===== src/rtl/atten_pkg.sv =====
// Shared types for the step-attenuator word loader.
// Assumes: nothing beyond a single clock domain.
package atten_pkg;
    typedef enum logic [1:0] {
        LD_IDLE  = 2'd0,
        LD_SHIFT = 2'd1,
        LD_LATCH = 2'd2,
        LD_DONE  = 2'd3
    } ld_state_t;
endpackage


===== src/rtl/atten_tick_gen.sv =====
// Half-period tick generator for the serial clock.
// Emits a one-cycle tick every HALF_DIV enabled cycles; clr restarts the count.
// Assumes HALF_DIV >= 1.
module atten_tick_gen #(
    parameter int HALF_DIV = 125
) (
    input  logic clk,
    input  logic rst_n,
    input  logic clr,
    input  logic en,
    output logic tick
);
    localparam int CW = (HALF_DIV > 1) ? $clog2(HALF_DIV) : 1;
    localparam logic [CW-1:0] LAST = CW'(HALF_DIV - 1);

    logic [CW-1:0] cnt_q;

    assign tick = en && (cnt_q == LAST);

    // Count enabled cycles, wrapping on each tick.
    always_ff @(posedge clk) begin
        if (!rst_n || clr) begin
            cnt_q <= '0;
        end else if (en) begin
            cnt_q <= tick ? '0 : cnt_q + 1'b1;
        end
    end
endmodule


===== src/rtl/atten_shift_reg.sv =====
// Holding and shift register for the attenuation word.
// Loads the code on load, moves it right one place on shift, LSB presented on dout.
// Assumes load and shift are never high together.
module atten_shift_reg #(
    parameter int W = 6
) (
    input  logic         clk,
    input  logic         rst_n,
    input  logic         load,
    input  logic         shift,
    input  logic [W-1:0] din,
    output logic         dout
);
    logic [W-1:0] sh_q;

    assign dout = sh_q[0];

    // Capture the word on load, drain it LSB first on shift.
    always_ff @(posedge clk) begin
        if (!rst_n) begin
            sh_q <= '0;
        end else if (load) begin
            sh_q <= din;
        end else if (shift) begin
            sh_q <= {1'b0, sh_q[W-1:1]};
        end
    end
endmodule


===== src/rtl/atten_latch_timer.sv =====
// Latch-pulse timer: while run is high, asserts expired in the LATCH_CYC-th cycle.
// Assumes run is held high until expired is seen; dropping run resets it.
module atten_latch_timer #(
    parameter int LATCH_CYC = 251
) (
    input  logic clk,
    input  logic rst_n,
    input  logic run,
    output logic expired
);
    localparam int CW = (LATCH_CYC > 1) ? $clog2(LATCH_CYC) : 1;
    localparam logic [CW-1:0] LAST = CW'(LATCH_CYC - 1);

    logic [CW-1:0] cnt_q;

    assign expired = run && (cnt_q == LAST);

    // Count cycles spent with the latch pulse high.
    always_ff @(posedge clk) begin
        if (!rst_n || !run) begin
            cnt_q <= '0;
        end else if (!expired) begin
            cnt_q <= cnt_q + 1'b1;
        end
    end
endmodule


===== src/rtl/step_atten_loader.sv =====
// Serial word loader for a digital step attenuator.
// Accepts a code on start when idle, shifts it LSB first on a divided serial
// clock (idle low, data moved on the falling edge), then holds latch enable
// high for a time that strictly exceeds LATCH_MIN_NS and pulses done.
// Assumes SYS_CLK_HZ >= 2*SCLK_HZ and SCLK_HZ <= 50 MHz.
module step_atten_loader #(
    parameter int CODE_W       = 6,
    parameter int SYS_CLK_HZ   = 250_000_000,
    parameter int SCLK_HZ      = 1_000_000,
    parameter int LATCH_MIN_NS = 1000
) (
    input  logic              clk,
    input  logic              rst_n,
    input  logic              start,
    input  logic [CODE_W-1:0] code,
    output logic              ser_clk,
    output logic              ser_data,
    output logic              ser_le,
    output logic              busy,
    output logic              done
);
    import atten_pkg::*;

    localparam int HALF_DIV_RAW = (SYS_CLK_HZ + 2 * SCLK_HZ - 1) / (2 * SCLK_HZ);
    localparam int HALF_DIV     = (HALF_DIV_RAW < 1) ? 1 : HALF_DIV_RAW;
    localparam longint LATCH_L  = (longint'(SYS_CLK_HZ) * longint'(LATCH_MIN_NS))
                                  / 64'sd1_000_000_000 + 64'sd1;
    localparam int LATCH_CYC    = int'(LATCH_L);
    localparam int BW           = $clog2(CODE_W + 1);
    localparam logic [BW-1:0] LAST_BIT = BW'(CODE_W - 1);

    ld_state_t     state_q;
    logic [BW-1:0] bit_q;
    logic          clk_q;
    logic          le_q;
    logic          tick;
    logic          lat_exp;
    logic          accept;
    logic          shift_now;

    assign accept    = start && (state_q == LD_IDLE);
    assign shift_now = (state_q == LD_SHIFT) && tick && clk_q;

    atten_tick_gen #(.HALF_DIV(HALF_DIV)) tick_i (
        .clk   (clk),
        .rst_n (rst_n),
        .clr   (accept),
        .en    (state_q == LD_SHIFT),
        .tick  (tick)
    );

    atten_shift_reg #(.W(CODE_W)) shreg_i (
        .clk   (clk),
        .rst_n (rst_n),
        .load  (accept),
        .shift (shift_now),
        .din   (code),
        .dout  (ser_data)
    );

    atten_latch_timer #(.LATCH_CYC(LATCH_CYC)) latch_i (
        .clk     (clk),
        .rst_n   (rst_n),
        .run     (state_q == LD_LATCH),
        .expired (lat_exp)
    );

    // Sequence idle -> shift -> latch -> done and drive serial clock and latch.
    always_ff @(posedge clk) begin
        if (!rst_n) begin
            state_q <= LD_IDLE;
            bit_q   <= '0;
            clk_q   <= 1'b0;
            le_q    <= 1'b0;
        end else begin
            unique case (state_q)
                LD_IDLE: begin
                    if (start) begin
                        state_q <= LD_SHIFT;
                        bit_q   <= '0;
                        clk_q   <= 1'b0;
                    end
                end
                LD_SHIFT: begin
                    if (tick) begin
                        if (!clk_q) begin
                            clk_q <= 1'b1;
                        end else begin
                            clk_q <= 1'b0;
                            bit_q <= bit_q + 1'b1;
                            if (bit_q == LAST_BIT) begin
                                state_q <= LD_LATCH;
                                le_q    <= 1'b1;
                            end
                        end
                    end
                end
                LD_LATCH: begin
                    if (lat_exp) begin
                        le_q    <= 1'b0;
                        state_q <= LD_DONE;
                    end
                end
                LD_DONE: begin
                    state_q <= LD_IDLE;
                end
                default: state_q <= LD_IDLE;
            endcase
        end
    end

    assign ser_clk = clk_q;
    assign ser_le  = le_q;
    assign busy    = (state_q != LD_IDLE);
    assign done    = (state_q == LD_DONE);
endmodule


===== config.mk =====
export PLATFORM = sky130hd
export DESIGN_NAME = step_atten_loader
export DESIGN_NICKNAME = d
export VERILOG_FILES = /design/src/rtl/atten_pkg.sv /design/src/rtl/atten_tick_gen.sv /design/src/rtl/atten_shift_reg.sv /design/src/rtl/atten_latch_timer.sv /design/src/rtl/step_atten_loader.sv
export SDC_FILE = /design/constraint.sdc
export NUM_CORES = 1
export LEC_CHECK = 0
export ABC_CLOCK_PERIOD_IN_PS = 3000
export BUFFER_PORTS_ARGS = -buffer_cell sky130_fd_sc_hd__buf_2
export CAP_MARGIN = 40
export CORE_UTILIZATION = 30
export DETAILED_ROUTE_END_ITERATION = 7
export GPL_TIMING_DRIVEN = 0
export PLACE_DENSITY = 0.57
export RECOVER_POWER = 25
export SLEW_MARGIN = 10
export SYNTH_ARGS = -nofsm -noshare
export SYNTH_HDL_FRONTEND = slang
export SYNTH_HIERARCHICAL = 1
export SYNTH_SLANG_ARGS = --single-unit

===== constraint.sdc =====
create_clock -name clk -period 3 [get_ports clk]
set_input_delay 0.6 -clock clk [delete_from_list [all_inputs] [get_ports clk]]
set_output_delay 0.6 -clock clk [all_outputs]
set_load 0.03 [all_outputs]

Word level (Yosys, flattened, before mapping)
Index checks and enable logic that the tools add are counted.
{ "classes": {"addsub": 3, "n_eq_ne": 11, "n_mux": 22, "reduce_logical": 18} }
{ "ops": {"columns": ["cell", "n"], "rows": [
  ["2-to-1 mux 6 bit", 2],
  ["2-to-1 mux 2 bit", 5],
  ["!= test 2 bit, second input constant", 5],
  ["AND reduction 5 bit", 2],
  ["2-to-1 mux 3 bit", 3],
  ["adder 8 x 1 -> 8 bit, second input constant", 1],
  ["equality test 8 bit, second input constant", 1],
  ["case mux 2 bit (4 select lines)", 1],
  ["nonzero test 2 bit", 4],
  ["adder 7 x 1 -> 7 bit, second input constant", 1],
  ["equality test 7 bit, second input constant", 1],
  ["2-to-1 mux 1 bit", 7],
  ["2-to-1 mux 7 bit", 1],
  ["case mux 3 bit (2 select lines)", 1],
  ["logical AND 1 bit", 5],
  ["equality test 2 bit, second input constant", 2],
  ["case mux 1 bit (2 select lines)", 2],
  ["AND reduction 4 bit", 1],
  ["adder 3 x 1 -> 3 bit, second input constant", 1],
  ["equality test 3 bit, second input constant", 1],
  ["AND reduction 3 bit", 1],
  ["equality test 2 x 1 -> 1 bit, second input constant", 1],
  ["zero test 1 bit", 2],
  ["zero test 2 bit", 1],
  ["logical OR 1 bit", 2]
]} }
{ "word_totals": {"register_bits": 28, "inputBits": 9, "output_inout_bits": 5} }

Depth between registers and ports, before layout
Gate-level depths: netlist (run 1).
{ "depth": {"depth_word": 6, "mapped_depth": 9} }

Hierarchy
The synthesis (run 1) kept the hierarchy.
{ "by_module_without_submodules": {"columns": ["module", "n_inst", "cells_each", "area_per_inst_um2", "seq_area_each_um2"], "rows": [
  ["step_atten_loader", 1, 60, 539.3, 140.1],
  ["atten_latch_timer", 1, 43, 384.1, 160.2],
  ["atten_tick_gen", 1, 41, 356.6, 140.1],
  ["atten_shift_reg", 1, 25, 281.5, 120.1]
]} }

Worst setup path before layout (run 1)
Ideal clock, no wire load.
{ "synth_path": {"path_type": "register to register", "startpoint": "register state_q[1]", "endpoint": "register shreg_i.sh_q[0]", "setup_ns": 0.116, "arrival_ns": 2.192, "slack_ns": 0.692, "stages_incl_launch_ff": 9, "period_less_slack_ns": 2.308, "path_cell_list": "dfxtp_1 -> inv_1 -> ha_1 -> buf_4 -> nand4_1 -> nor2_1 -> and3_1 -> mux2_1 -> o211a_1"} }
{ "synth_between": {"elab_chain_len": 5} }
{ "synth_lines": {"columns": ["element", "line_no", "rtl"], "rows": [
  ["from (decl)", "step_atten_loader.sv:32", "ld_state_t state_q;"],
  ["from (signal assigned)", "step_atten_loader.sv:71", "state_q <= LD_IDLE;"],
  ["from (signal assigned)", "step_atten_loader.sv:79", "state_q <= LD_SHIFT;"],
  ["from (signal assigned)", "step_atten_loader.sv:92", "state_q <= LD_LATCH;"],
  ["equality test 2 x 1 -> 1 bit", "step_atten_loader.sv:48", ".en (state_q == LD_SHIFT),"],
  ["logical AND 1 bit", "atten_tick_gen.sv:18", "assign tick = en && (cnt_q == LAST);"],
  ["via tick", "step_atten_loader.sv:36", "logic tick;"],
  ["logical AND 1 bit (2 in a row)", "step_atten_loader.sv:42", "assign shift_now = (state_q == LD_SHIFT) && tick && clk_q;"],
  ["via shift_now", "step_atten_loader.sv:39", "logic shift_now;"],
  ["nonzero test 2 bit (no source line)", null, null],
  ["to (signal assigned)", "atten_shift_reg.sv:23", "sh_q <= din;"],
  ["to (signal assigned)", "atten_shift_reg.sv:25", "sh_q <= {1'b0, sh_q[W-1:1]};"],
  ["to (decl)", "atten_shift_reg.sv:14", "logic [W-1:0] sh_q;"]
]} }
The timed path passes the listed nets, and every way through them passes these cells.
A chain may end at the register's enable or synchronous reset.

Worst setup path in the final report (run 1)
{ "layout_path": {"startpoint": "register state_q[1]", "endpoint": "register shreg_i.sh_q[4]"} }
The elaborated chain is that of the path after synthesis.

==> flow_summary.yaml, run 1 <==
status:
  status: "finished clean"
setup_path:
  r2r-start: "state_q[1]$_SDFFE_PN0P_"
  arrival_ns: 2.91
  startpoint_type: "flop"
  path_max_fanout: 8
  slowest_delay_ns: 0.53
  r2r_cells: 8
  crit_buf_inv: 2
  end_kind: "flop"
  cp.required_ns: 3.18
  critical_path_class: "flop to flop"
  reg2reg_slack_ns: 0.27
  cp_cell_sequence: "inv_1, ha_1, buf_4, nand4_1, nor2_1, and3_1, mux2_1, o211a_1"
  cpLargestDelayFamily: "simple AND/OR/NAND/NOR gates"
  r2r-end: "shreg_i/sh_q[4]$_SDFFE_PN0P_"
  crit_slowest_cell: "nor2_1"
synth:
  ys_types: 44
  synthArstFlopShare_pct: 0
  synth_common_cells: "28 x dfxtp_1, 15 x nand2_1, 11 x ha_1, 10 x nand3_1, 9 x nand2b_1"
  synth_edf_count: 0
  synth_area_per_cell_um2: 9.24
  netlist_instances: 169
  synth_top_cell_area_share_pct: 35.9
  yosysTopAreaCell: "dfxtp_1"
  ys_warn_count: 6
  synth.cell_area_mm2: 0.00156
  syn-num-nets: 189
  ys_ff_latch: 28
  ys_seq_area_share_pct: 35.9
  synth_area_leaders: "dfxtp_1 36%, ha_1 8.8%, mux2_1 3.6%"
  yosysMostFrequentCell: "dfxtp_1"
  ys.flop_type: "dfxtp_1"
floorplanning:
  ios: 14
  die_area_mm2: 0.00550
  row_count: 25
  die_h_um: 74.1
  die_width_um: 74.1
  core_area_mm2: 0.00488
  initial_core_util_pct: 32.0
route:
  wire_per_inst_um: 11.3
  drt_pass1_iterations: 3
  vias: 1218
  first_iter_violations: 20
  drt-total-wl_um: 2850
  postRouteAntennaNets: 0
  via_per_inst: 4.81
  drc: 0
timing:
  finalHoldViolCount: 0
  max_freq_mhz: 366
  tns_ns: 0
  finalCritPeriodShare_pct: 91.1
  setup_violations: 0
  drv_slew: 0
  rsz0062_at_grt: "no"
  min_period_ns: 2.73
  worstMarginPinSlew_ns: 0.604
  fin_ws_ns: 0.267
  slew_headroom_pct: 59.6
  fin_skew_ns: 0.00293
clocking:
  cts_root_buffer: "clkbuf_8"
  worst_skew_pair.late_latency_ns: 0.28
  cts_setup_buffers: 0
  postCtsHoldBufs: 0
  cts_tree: "done"
  cts_buffer_depth: 2
  cts.sinks: 28
  clkSlewWorstSetupHoldPaths_ns: 0.10
  htreeDepth: 1
  cts_resized: 0
  cts_made_buffers: 3
layout:
  fill_cells: 529
  syn2layout_area_growth_pct: 12.9
  stdcell_area_mm2: 0.00176
  layout-drive-gt1-share_pct: 12.9
  diodes: 0
  fin_nets: 207
hold_path:
  hold_path_end: "ser_le$_SDFFE_PN0P_"
  worstHoldPathCells: 2
  hold_start: "ser_le$_SDFFE_PN0P_"
  hp-class: "flop to flop"
pwr:
  leakagePower_nw: 0.698
  peakVddDrop_uv: 289
  powerDensity_mw_per_mm2: 610
grt:
  grt_max_degree: 16
  grt_overflow: 0
  grt_pass1_vias: 1138
  grt.total_usage_pct: 11.9
  grt_pass1_wl_um: 5080
  antenna_found_initial: 0
placement:
  dp_slack_ns: 0.279
  portBuffers: 13
  place_hpwl_um: 2060
  gp_congestion: 0.716
  place_area_mm2: 0.00171
job:
  max_cap_violations: 0
## metrics by stage
| step | hold slack, ns | util, % | std cells | power (mW) |
|---|---|---|---|---|
| after global placement | 0.478 | 35.1 | 249 | 0.847 |
| final | 0.487 | 36.1 | 253 | 1.07 |
| after detailed placement | 0.477 | 35.1 | 249 | 0.845 |
| after CTS | 0.496 | 36.2 | 253 | 1.09 |
| after floorplan | 0.458 | - | 169 | 0.765 |
| after global routing | 0.516 | 36.1 | 253 | 1.14 |
## sequential cells by signal (all words and copies together) (netlist names)
register / count
bit_q: 3
state_q: 2
shreg_i/sh_q: 6
ser_clk: 1
tick_i/cnt_q: 7
ser_le: 1
latch_i/cnt_q: 8
## cell usage in the layout (no fill, tap or decap), types with 3 or more instances in the layout
| master | netlist | routed |
|---|---|---|
| a21oi_1 | 4 | 4 |
| and2_1 | 3 | 3 |
| buf_2 | 0 | 11 |
| clkbuf_1 | 2 | 4 |
| clkbuf_8 | 0 | 4 |
| dfxtp_1 | 28 | 28 |
| ha_1 | 11 | 11 |
| inv_1 | 8 | 8 |
| mux2_1 | 5 | 5 |
| nand2_1 | 15 | 15 |
| nand2b_1 | 9 | 9 |
| nand3_1 | 10 | 10 |
| nor2_1 | 8 | 8 |
| nor2b_1 | 5 | 5 |
| nor3_1 | 5 | 5 |
| o211a_1 | 5 | 5 |
| o21a_1 | 4 | 4 |
| o21ai_0 | 8 | 8 |
| or3_1 | 4 | 4 |
| xor2_1 | 5 | 5 |
## worst max-delay path by stage
| stage | from | end | slack, ns | depth (start not counted) |
|---|---|---|---|---|
| after global placement | state_q[0]$_SDFFE_PN0P_ | shreg_i/sh_q[4]$_SDFFE_PN0P_ | 0.30 | 7 |
| final | state_q[1]$_SDFFE_PN0P_ | shreg_i/sh_q[4]$_SDFFE_PN0P_ | 0.27 | 8 |
| after global routing | state_q[1]$_SDFFE_PN0P_ | shreg_i/sh_q[2]$_SDFFE_PN0P_ | 0.05 | 8 |
| after CTS | state_q[1]$_SDFFE_PN0P_ | shreg_i/sh_q[0]$_SDFFE_PN0P_ | 0.27 | 8 |
| after floorplan | state_q[1]$_SDFFE_PN0P_ | shreg_i/sh_q[0]$_SDFFE_PN0P_ | 0.69 | 8 |
| after detailed placement | state_q[1]$_SDFFE_PN0P_ | shreg_i/sh_q[1]$_SDFFE_PN0P_ | 0.28 | 8 |
## kinds of logic after synthesis
family          after synthesis  share of synthesized area, %
simple gates                 72                          27.8
compound gates               36                          17.5
flops                        28                          35.9
buf+inv                      11                          2.89
fa+ha+maj                    11                          8.81
mux                           6                          4.25
xor+xnor                      5                          2.80
## final cells by class
class / count / area [µm²] / area share [%]
multi-input combinational: 130 / 956 / 54.2
sequential: 28 / 561 / 31.8
tap: 67 / 83.8 / 4.76
timing repair buffer: 13 / 62.6 / 3.55
clock buffer: 4 / 55.1 / 3.12
inverter: 8 / 30.0 / 1.70
buffer: 3 / 15.0 / 0.852
## worst min-delay path, delay by kind of cell, from the launching register on
family,cells,cell delay [ns]
and+or+nand+nor,1,0.06
DFF,1,0.33
AOI/OAI and AO/OA,1,0.06
## routing by layer
layer / share of wire, % / GRT usage [%] / vias to the layer above
li1: - / - / 639
met1: 56 / 16.6 / 559
met2: 41 / 17.9 / 16
met3: 1.8 / 2.03 / 4
met4: 1.9 / 5.13 / 0
met5: 0 / 0 / -
## power by group
group	leakage, nW	internal (mW)	total (mW)	switching, mW
clock	0.0288	0.118	0.239	0.122
sequential	0.227	0.411	0.444	0.0325
combinational	0.441	0.164	0.392	0.228
total	0.698	0.693	1.07	0.382
(Power assumes the default switching activity.)
==> inputs of run 2 (changes only) <==
--- a/config.mk
+++ b/config.mk
@@ -5,7 +5,7 @@
 export SDC_FILE = /design/constraint.sdc
 export NUM_CORES = 1
 export LEC_CHECK = 0
-export ABC_CLOCK_PERIOD_IN_PS = 3000
+export ABC_CLOCK_PERIOD_IN_PS = 3500
 export BUFFER_PORTS_ARGS = -buffer_cell sky130_fd_sc_hd__buf_2
 export CAP_MARGIN = 40
 export CORE_UTILIZATION = 30
==> constraint.sdc (replaced) <==
create_clock -name clk -period 3.5 [get_ports clk]
set_input_delay 0.7 -clock clk [delete_from_list [all_inputs] [get_ports clk]]
set_output_delay 0.7 -clock clk [all_outputs]
set_load 0.03 [all_outputs]
==> run 2 against run 1 <==
  * Cell count unchanged
  * Non-clock buffer count unchanged
  * Total power decreased by 14%
  * Register-to-register slack better by 0.50 ns
  * Via count did not move
  * Sequential share of layout area about the same
  * Utilization about the same
  * Global-route usage is the same
  * Cell area about the same
  * Wire length about the same
  * Clock-buffer cell count is the same
  * Sequential power is 14% lower
  * Critical endpoint unchanged
  * Largest cell class unchanged
  * Largest power group unchanged
==> flow_summary.yaml, run 2 (synthesis results as in run 1) <==
route:
  drt-total-wl_um: 2850
  vias: 1218
  drt_pass1_iterations: 3
  drc: 0
  first_iter_violations: 20
  postRouteAntennaNets: 0
  wire_per_inst_um: 11.3
  via_per_inst: 4.81
clocking:
  cts_setup_buffers: 0
  postCtsHoldBufs: 0
  cts_tree: "done"
  cts_root_buffer: "clkbuf_8"
  worst_skew_pair.late_latency_ns: 0.28
  cts_resized: 0
  htreeDepth: 1
  clkSlewWorstSetupHoldPaths_ns: 0.10
  cts.sinks: 28
  cts_made_buffers: 3
  cts_buffer_depth: 2
pwr:
  powerDensity_mw_per_mm2: 522
  leakagePower_nw: 0.702
  total_power_mw: 0.921
  peakVddDrop_uv: 247
placement:
  dp_slack_ns: 0.779
  gp_congestion: 0.716
  portBuffers: 13
  place_hpwl_um: 2060
floorplanning:
  die_h_um: 74.1
  ios: 14
  core_area_mm2: 0.00488
  row_count: 25
  die_area_mm2: 0.00550
  initial_core_util_pct: 32.0
  die_width_um: 74.1
layout:
  layout-drive-gt1-share_pct: 13.4
  most-common-layout-cells: "28 x dfxtp_1, 15 x nand2_1, 12 x buf_2"
  layout_commonest_cell: "dfxtp_1"
  reg.largest.list: "latch_i/cnt_q (8), tick_i/cnt_q (7), shreg_i/sh_q (6)"
  syn2layout_area_growth_pct: 13.0
  fill_cells: 531
  largest_reg_flops: 8
  fin_nets: 207
  regMostFlops: "latch_i/cnt_q"
  diodes: 0
timing:
  drv_slew: 0
  fin_ws_ns: 0.767
  max_freq_mhz: 366
  tns_ns: 0
  fin_skew_ns: 0.00293
  setup_violations: 0
  finalCritPeriodShare_pct: 78.1
  finalHoldViolCount: 0
  worstMarginPinSlew_ns: 0.604
  min_period_ns: 2.73
  rsz0062_at_grt: "no"
  slew_headroom_pct: 59.6
setup_path:
  crit_slowest_cell: "nor2_1"
  slowest_delay_ns: 0.53
  r2r-start: "state_q[1]$_SDFFE_PN0P_"
  cp.required_ns: 3.68
  r2r-end: "shreg_i/sh_q[4]$_SDFFE_PN0P_"
  reg2reg_slack_ns: 0.77
  arrival_ns: 2.91
  critical_path_class: "flop to flop"
  startpoint_type: "flop"
  r2r_cells: 8
  path_max_fanout: 8
  end_kind: "flop"
  cp_cell_sequence: "inv_1, ha_1, buf_4, nand4_1, nor2_1, and3_1, mux2_1, o211a_1"
status:
  status: "finished clean"
grt:
  grt_pass1_vias: 1138
  grt_overflow: 0
  antenna_found_initial: 0
  grt_pass1_wl_um: 5080
  grt_max_degree: 16
  grt.total_usage_pct: 11.9
hold_path:
  worstHoldPathCells: 2
  hold_path_end: "ser_le$_SDFFE_PN0P_"
  hold_start: "ser_le$_SDFFE_PN0P_"
  hp-class: "flop to flop"
job:
  max_cap_violations: 0
[run 2: layout make-up]
class | instances | area, µm² | share of cell area, %
clock buffers | 4 | 55.1 | 3.12
well taps | 67 | 83.8 | 4.75
plain buffers | 3 | 15.0 | 0.851
repair buffers | 13 | 63.8 | 3.62
multi-input cells | 130 | 956 | 54.2
flip-flops and latches | 28 | 561 | 31.8
inverters | 8 | 30.0 | 1.70
[run 2: critical path, delay by kind of cell, from the launching register on]
| kind | cells | cell delay [ns] |
|---|---|---|
| simple gates | 3 | 1.10 |
| flops | 1 | 0.35 |
| mux | 1 | 0.35 |
| fa+ha+maj | 1 | 0.32 |
| buf+inv | 2 | 0.31 |
| compound gates | 1 | 0.20 |
[run 2: how the worst max path moves through the flow]
stage	start	end	slack, ns	depth (start not counted)
5_1_grt	state_q[1]$_SDFFE_PN0P_	shreg_i/sh_q[2]$_SDFFE_PN0P_	0.55	8
6_report	state_q[1]$_SDFFE_PN0P_	shreg_i/sh_q[4]$_SDFFE_PN0P_	0.77	8
3_3_place_gp	state_q[0]$_SDFFE_PN0P_	shreg_i/sh_q[4]$_SDFFE_PN0P_	0.80	7
3_5_place_dp	state_q[1]$_SDFFE_PN0P_	shreg_i/sh_q[1]$_SDFFE_PN0P_	0.78	8
4_1_cts	state_q[1]$_SDFFE_PN0P_	shreg_i/sh_q[0]$_SDFFE_PN0P_	0.77	8
2_1_floorplan	state_q[1]$_SDFFE_PN0P_	shreg_i/sh_q[0]$_SDFFE_PN0P_	1.19	8
[run 2: layer usage]
metal  wire length (µm)  global-route usage [%]  vias to the layer above
met2               1160                    17.9                       16
met3                 51                    2.03                        4
met5                  0                       0                        -
li1                   -                       -                      639
met4                 53                    5.13                        0
met1               1590                    16.6                      559
[run 2: where the power goes]
group	internal (mW)	switching (mW)
registers	0.352	0.0279
clock network	0.101	0.104
logic	0.141	0.195
total	0.594	0.327
[run 2: through the flow]
stage | instances | util [%] | area (µm²) | hold WS, ns
2_1_floorplan | 169 | - | 1560 | 0.458
3_3_place_gp | 249 | 35.1 | 1710 | 0.478
3_5_place_dp | 249 | 35.1 | 1710 | 0.477
4_1_cts | 253 | 36.2 | 1770 | 0.496
5_1_grt | 253 | 36.2 | 1760 | 0.515
6_report | 253 | 36.2 | 1760 | 0.484
